### config.mk
export PLATFORM = sky130hd
export DESIGN_NAME = stream_prefetch_buf
export DESIGN_NICKNAME = d
export VERILOG_FILES = /design/src/rtl/spb_pkg.sv /design/src/rtl/spb_dpath.sv /design/src/rtl/spb_ctrl.sv /design/src/rtl/stream_prefetch_buf.sv
export SDC_FILE = /design/constraint.sdc
export NUM_CORES = 1
export LEC_CHECK = 0
export CAP_MARGIN = 10
export CORE_MARGIN = 5
export CORE_UTILIZATION = 50
export DETAILED_ROUTE_END_ITERATION = 7
export GPL_ROUTABILITY_DRIVEN = 0
export PLACE_DENSITY = 0.77
export SYNTH_ARGS = -nofsm -noshare
export SYNTH_HDL_FRONTEND = slang
export SYNTH_SLANG_ARGS = --single-unit
### constraint.sdc
create_clock -name clk -period 4.6 [get_ports clk]
set_input_delay 0.69 -clock clk [delete_from_list [all_inputs] [get_ports clk]]
set_output_delay 0.69 -clock clk [all_outputs]
set_load 0.005 [all_outputs]
### src/rtl/spb_pkg.sv
package spb_pkg;
  // Strobes from the control unit to the entry storage
  typedef struct packed {
    logic flush;  // discard every entry
    logic alloc;  // write a new pending entry at the tail
    logic pop;    // free the head entry
    logic fill;   // complete the oldest pending entry
  } spb_strobe_t;
endpackage

### src/rtl/spb_dpath.sv
module spb_dpath
  import spb_pkg::*;
#(
  parameter int DEPTH  = 4,
  parameter int LINE_W = 26,
  parameter int DATA_W = 64,
  parameter int IDX_W  = $clog2(DEPTH)
) (
  input  logic              clk,
  input  logic              rstN,
  input  spb_strobe_t       ctl,
  input  logic [IDX_W-1:0]  headIdx,
  input  logic [IDX_W-1:0]  tailIdx,
  input  logic [IDX_W-1:0]  fillIdx,
  input  logic [LINE_W-1:0] allocLine,
  input  logic [DATA_W-1:0] respData,
  input  logic [LINE_W-1:0] lkLine,
  output logic              headHit,
  output logic [LINE_W-1:0] headLine,
  output logic [DATA_W-1:0] headData
);
  logic [DEPTH-1:0]  validQ;
  logic [DEPTH-1:0]  pendQ;
  logic [LINE_W-1:0] lineQ [DEPTH];
  logic [DATA_W-1:0] dataQ [DEPTH];

  for (genvar g = 0; g < DEPTH; g++) begin : gEntry
    localparam logic [IDX_W-1:0] MY_IDX = IDX_W'(g);

    always_ff @(posedge clk or negedge rstN) begin
      if (!rstN) begin
        validQ[g] <= 1'b0;
        pendQ[g]  <= 1'b0;
      end else if (ctl.flush) begin
        validQ[g] <= 1'b0;
        pendQ[g]  <= 1'b0;
      end else begin
        if (ctl.alloc && tailIdx == MY_IDX) begin
          validQ[g] <= 1'b1;
          pendQ[g]  <= 1'b1;
        end else if (ctl.pop && headIdx == MY_IDX) begin
          validQ[g] <= 1'b0;
        end
        if (ctl.fill && fillIdx == MY_IDX) pendQ[g] <= 1'b0;
      end
    end

    always_ff @(posedge clk) begin
      if (ctl.alloc && tailIdx == MY_IDX) lineQ[g] <= allocLine;
      if (ctl.fill && fillIdx == MY_IDX)  dataQ[g] <= respData;
    end
  end

  assign headLine = lineQ[headIdx];
  assign headData = dataQ[headIdx];
  assign headHit  = validQ[headIdx] && !pendQ[headIdx] && (lineQ[headIdx] == lkLine);

  // a response always lands on a live entry still waiting for data
  assert_fill_pend_R8: assert property (@(posedge clk) disable iff (!rstN)
    ctl.fill |-> (validQ[fillIdx] && pendQ[fillIdx]));
  // a new entry only overwrites a free slot
  assert_alloc_free_R9: assert property (@(posedge clk) disable iff (!rstN)
    ctl.alloc |-> !validQ[tailIdx]);
  // after a restart the head is empty or still waiting on memory
  assert_flush_head_R2: assert property (@(posedge clk) disable iff (!rstN)
    ctl.flush |=> (!validQ[headIdx] || pendQ[headIdx]));
endmodule

### src/rtl/spb_ctrl.sv
module spb_ctrl
  import spb_pkg::*;
#(
  parameter int DEPTH  = 4,
  parameter int LINE_W = 26,
  parameter int IDX_W  = $clog2(DEPTH),
  parameter int CNT_W  = $clog2(2 * DEPTH + 1)
) (
  input  logic              clk,
  input  logic              rstN,
  input  logic              lkValid,
  input  logic              lkCacheHit,
  input  logic [LINE_W-1:0] lkLine,
  input  logic              headHit,
  input  logic              memReqReady,
  input  logic              memRespValid,
  output spb_strobe_t       ctl,
  output logic [IDX_W-1:0]  headIdx,
  output logic [IDX_W-1:0]  tailIdx,
  output logic [IDX_W-1:0]  fillIdx,
  output logic [LINE_W-1:0] reqLine,
  output logic              memReqValid,
  output logic              bufHit
);
  localparam int OUT_MAX = 2 * DEPTH;

  logic [IDX_W-1:0]  headQ, tailQ, fillQ;
  logic [CNT_W-1:0]  countQ, outCnt, staleCnt;
  logic [LINE_W-1:0] reqLineQ;
  logic              activeQ;
  logic              probe, miss, issue;

  function automatic logic [IDX_W-1:0] incIdx(input logic [IDX_W-1:0] i);
    return (i == IDX_W'(DEPTH - 1)) ? '0 : i + 1'b1;
  endfunction

  always_comb begin
    probe       = lkValid && !lkCacheHit;
    bufHit      = probe && headHit;
    miss        = probe && !headHit;
    memReqValid = activeQ && (countQ < CNT_W'(DEPTH)) && (outCnt < CNT_W'(OUT_MAX));
    issue       = memReqValid && memReqReady;
    ctl.flush   = miss;
    ctl.pop     = bufHit;
    ctl.alloc   = issue && !miss;
    ctl.fill    = memRespValid && (staleCnt == '0) && !miss;
  end

  always_ff @(posedge clk or negedge rstN) begin
    if (!rstN) begin
      headQ    <= '0;
      tailQ    <= '0;
      fillQ    <= '0;
      countQ   <= '0;
      outCnt   <= '0;
      staleCnt <= '0;
      reqLineQ <= '0;
      activeQ  <= 1'b0;
    end else begin
      outCnt <= outCnt + CNT_W'(issue) - CNT_W'(memRespValid);
      if (miss) begin
        headQ    <= '0;
        tailQ    <= '0;
        fillQ    <= '0;
        countQ   <= '0;
        reqLineQ <= lkLine + 1'b1;
        activeQ  <= 1'b1;
        staleCnt <= outCnt + CNT_W'(issue) - CNT_W'(memRespValid);
      end else begin
        if (ctl.pop)   headQ <= incIdx(headQ);
        if (ctl.alloc) begin
          tailQ    <= incIdx(tailQ);
          reqLineQ <= reqLineQ + 1'b1;
        end
        if (ctl.fill)  fillQ <= incIdx(fillQ);
        countQ <= countQ + CNT_W'(ctl.alloc) - CNT_W'(ctl.pop);
        if (memRespValid && staleCnt != '0) staleCnt <= staleCnt - 1'b1;
      end
    end
  end

  assign headIdx = headQ;
  assign tailIdx = tailQ;
  assign fillIdx = fillQ;
  assign reqLine = reqLineQ;

  // an unaccepted request is held
  assert_req_hold_R10: assert property (@(posedge clk) disable iff (!rstN)
    (memReqValid && !memReqReady) |=> memReqValid);
  // its address holds unless a restart intervenes
  assert_req_addr_R10: assert property (@(posedge clk) disable iff (!rstN)
    (memReqValid && !memReqReady && !miss) |=> $stable(reqLine));
  // memory never answers more than was asked
  assert_resp_owed_R8: assert property (@(posedge clk) disable iff (!rstN)
    memRespValid |-> (outCnt != '0));
endmodule

### src/rtl/stream_prefetch_buf.sv
module stream_prefetch_buf
  import spb_pkg::*;
#(
  parameter int DEPTH      = 4,
  parameter int LINE_BYTES = 64,
  parameter int ADDR_W     = 32,
  parameter int DATA_W     = 64
) (
  input  logic              clk,
  input  logic              rstN,
  input  logic              lkValid,
  input  logic [ADDR_W-1:0] lkAddr,
  input  logic              lkCacheHit,
  output logic              lkBufHit,
  output logic              fillValid,
  output logic [ADDR_W-1:0] fillAddr,
  output logic [DATA_W-1:0] fillData,
  output logic              memReqValid,
  input  logic              memReqReady,
  output logic [ADDR_W-1:0] memReqAddr,
  input  logic              memRespValid,
  input  logic [DATA_W-1:0] memRespData
);
  localparam int OFF_W  = $clog2(LINE_BYTES);
  localparam int LINE_W = ADDR_W - OFF_W;
  localparam int IDX_W  = $clog2(DEPTH);
  localparam int CNT_W  = $clog2(2 * DEPTH + 1);

  spb_strobe_t       ctl;
  logic [IDX_W-1:0]  headIdx, tailIdx, fillIdx;
  logic [LINE_W-1:0] lkLine, reqLine, headLine;
  logic              headHit, bufHit;
  logic              unusedOffset;

  assign lkLine       = lkAddr[ADDR_W-1:OFF_W];
  assign unusedOffset = ^lkAddr[OFF_W-1:0];

  spb_ctrl #(.DEPTH(DEPTH), .LINE_W(LINE_W), .IDX_W(IDX_W), .CNT_W(CNT_W)) uCtrl (
    .clk(clk), .rstN(rstN), .lkValid(lkValid), .lkCacheHit(lkCacheHit),
    .lkLine(lkLine), .headHit(headHit), .memReqReady(memReqReady),
    .memRespValid(memRespValid), .ctl(ctl), .headIdx(headIdx), .tailIdx(tailIdx),
    .fillIdx(fillIdx), .reqLine(reqLine), .memReqValid(memReqValid), .bufHit(bufHit)
  );

  spb_dpath #(.DEPTH(DEPTH), .LINE_W(LINE_W), .DATA_W(DATA_W), .IDX_W(IDX_W)) uDpath (
    .clk(clk), .rstN(rstN), .ctl(ctl), .headIdx(headIdx), .tailIdx(tailIdx),
    .fillIdx(fillIdx), .allocLine(reqLine), .respData(memRespData), .lkLine(lkLine),
    .headHit(headHit), .headLine(headLine), .headData(fillData)
  );

  assign lkBufHit   = bufHit;
  assign fillValid  = bufHit;
  assign fillAddr   = {headLine, {OFF_W{1'b0}}};
  assign memReqAddr = {reqLine, {OFF_W{1'b0}}};
endmodule

==> metrics <==
final-report hold violation count=0; Yosys reg bits=413; CTS Buf Count=42; post-synthesis cell count=951; register-to-register setup slack=0.37 ns; DIE HEIGHT=195 um; synth unique cells=61; largest net degree at the start of global routing=59; worst r2r src=uCtrl.headIdx[0]; clk slew on worst S/H paths=0.06 ns; status=complete, no violations; Layout Nets=1,343; Avg Cell Area, Syn=18.0 sq um; CTS Root Cell=clkbuf_16; worst-path fanout max=13; TritonCTS clock tree=built; fmax=226 MHz; initial antenna violation count=3; gr usage total=0.204; fin. max-slew vios=0; wire length of the first global-routing pass=59,900 um; Filler Cell Count=2,352; dpl cells=1,611; cells taking the most area after synthesis=edfxtp_1 (63%), mux4_2 (11%), dfrtp_1 (7.8%); CP startpoint kind=flip-flop; clock latency on the worst-skew pair=0.53 ns; Finished Layout Cells=1,700; area leader, netlist=edfxtp_1; vias per inst=5.62; Initial Util=0.509; final count of negative-setup-slack endpoints=0; Post-synth top cells=edfxtp_1 (360), mux4_2 (83), dfrtp_1 (53); clk_skew=0.0134 ns; total power=9.25 mW; synthesis warning total=0; IO Pins=233; Clock Sink Count=413; DIE AREA=38,000 sq um; leading register cell type out of synthesis=edfxtp_1; Fin Setup TNS=0 ns; vias in the first global route=9,900; pin slew with the least headroom to its limit=0.977 ns; reg2reg path depth=17; Crit Path Class=flip-flop to output pin; die width=195 um; detailed placement HPWL=25,400 um; Final Cycle Share=0.963; Routed wire per std cell=23.1 um; Post-synth EDFFs=360; number of routed nets with antenna violations=0; clk buf depth=3; Post-CTS Hold Fix Bufs=0; Critical Path Start=uCtrl.headIdx[0]; Crit. End Element=output pin; most numerous cell in the Yosys netlist=edfxtp_1; PD cells=430 nW/um^2; GR Overflow Total=0; Worst Hold Class=input port to async pin; relative slew slack=0.349; R2R Path End=uCtrl.reqLine[22]; leak pwr=7.23 nW; DRT iter0 DRCs=803; post-synthesis sequential area ratio=0.710; synthesized cell area=17,100 sq um; max_cap viols=0; top cell type's share of synthesized area=0.632; P&R area growth vs syn=25.8%; critical path arrival=3.74 ns; Final min period=4.43 ns; wirelength, routed=39,200 um; RSZ-0062 raised after global routing=false; asr flop ratio synth=0.128; area of the multi-input gates=4600 sq um; CORE AREA=33,600 sq um; DRC Markers=0; TritonRoute pass-1 iters=5; H-tree Lvls=2; layout cells sized above 1=0.175; Vias=9,561; peak supply drop=0.304 mV; Reg area=12,100 sq um; critical path required time=3.91 ns; num rows=67; buffers added on ports=214
timing repair:
item / in CTS / in global routing
setup buffers: 4 / 4
pin swaps: 0 / 1
gates resized for setup: 0 / 3
cloned: 0 / 0
setup endpoints to repair: 2 / 2
how the worst max path moves through the flow:
stage / endpoint / slack [ns]
6_report: fillValid / 0.17
5_1_grt: fillValid / 0.03
3_3_place_gp: uCtrl.reqLine[22] / 0.19
2_1_floorplan: uDpath.dataQ[0][0] / 0.14
3_5_place_dp: uCtrl.reqLine[24] / 0.14
4_1_cts: fillValid / 0.10
logic make-up (layout without fill, tap and decap cells):
family	Yosys count	count (layout)	synth area share
fa+ha+maj	26	26	0.0199
xor+xnor	77	77	0.0394
compound gates	75	75	0.0279
flops	413	413	0.710
other cells	1	15	0.000219
mux	115	115	0.129
simple gates	167	167	0.0496
buf+inv	77	364	0.0244
layer usage:
layer / routed length (um) / vias up / GRT usage
li1: - / 4239 / -
met1: 16000 / 4908 / 0.280
met2: 19900 / 349 / 0.341
met3: 2410 / 65 / 0.0370
met4: 1000 / 0 / 0.0538
met5: 0 / - / 0
cell usage in the layout (no fill, tap or decap), types with 4 or more instances in the layout:
| cell | instances |
|---|---|
| nand3_1 | 20 |
| and3_1 | 15 |
| xnor2_1 | 35 |
| xor2_1 | 42 |
| and3_2 | 4 |
| buf_4 | 31 |
| nor3_1 | 11 |
| nor2_1 | 40 |
| nand4_1 | 14 |
| inv_1 | 25 |
| mux2_1 | 5 |
| clkbuf_8 | 8 |
| ha_1 | 24 |
| conb_1 | 12 |
| clkdlybuf4s50_1 | 213 |
| o21ai_1 | 8 |
| clkbuf_1 | 5 |
| buf_12 | 13 |
| mux2i_1 | 24 |
| a21oi_1 | 36 |
| clkinv_2 | 7 |
| nand2_1 | 42 |
| edfxtp_1 | 360 |
| clkbuf_16 | 43 |
| a221oi_1 | 4 |
| clkinv_1 | 6 |
| nor4_1 | 4 |
| bufinv_16 | 4 |
| a22oi_1 | 4 |
| mux4_2 | 83 |
| dfrtp_1 | 51 |
sequential cells by signal, summed over array words and instances (netlist names):
signal and count:
uDpath.dataQ 256, uDpath.lineQ 104, uCtrl.reqLine 26, uCtrl.countQ 4, uCtrl.outCnt 4, uCtrl.staleCnt 4, uDpath.pendQ 4, uDpath.validQ 4
uCtrl.fillIdx 2, uCtrl.headIdx 2, uCtrl.tailIdx 2, uCtrl.activeQ 1
through the flow:
stage / hold WS (ns) / setup slack, ns / cell area (sq um) / util
after CTS: 0.320 / 0.102 / 21500 / 0.639
after detailed placement: 0.453 / 0.137 / 20000 / 0.594
final: 0.318 / 0.171 / 21500 / 0.640
after global routing: 0.368 / 0.0270 / 21500 / 0.640
after floorplan: 0.394 / 0.141 / 17100 / -
after global placement: 0.450 / 0.187 / 20000 / 0.594
report_power, final:
group	internal (mW)	total (mW)	switching (mW)
sequential	4.36	4.56	0.204
clock	2.07	3.47	1.40
combinational	0.612	1.22	0.605
total	7.05	9.25	2.21
layout make-up:
class                   instances  area share
diodes                          3    0.000349
clock buffers                  56      0.0560
clock inverters                22      0.0109
inverters                      27     0.00471
multi-input cells             472       0.214
flip-flops and latches        413       0.565
well taps                     448      0.0261
repair buffers                259       0.124
worst max-delay path, cell delays in order (launching register included):
cell,delay [ns]
dfrtp_4,0.42
buf_4,0.20
buf_16,0.19
mux4_2,0.57
xnor2_1,0.17
nand3_1,0.19
nor4_4,0.39
and4_4,0.31
nand2_1,0.10
inv_2,0.14
clkdlybuf4s50_1,0.52
Power figures use the tool's default switching activity.
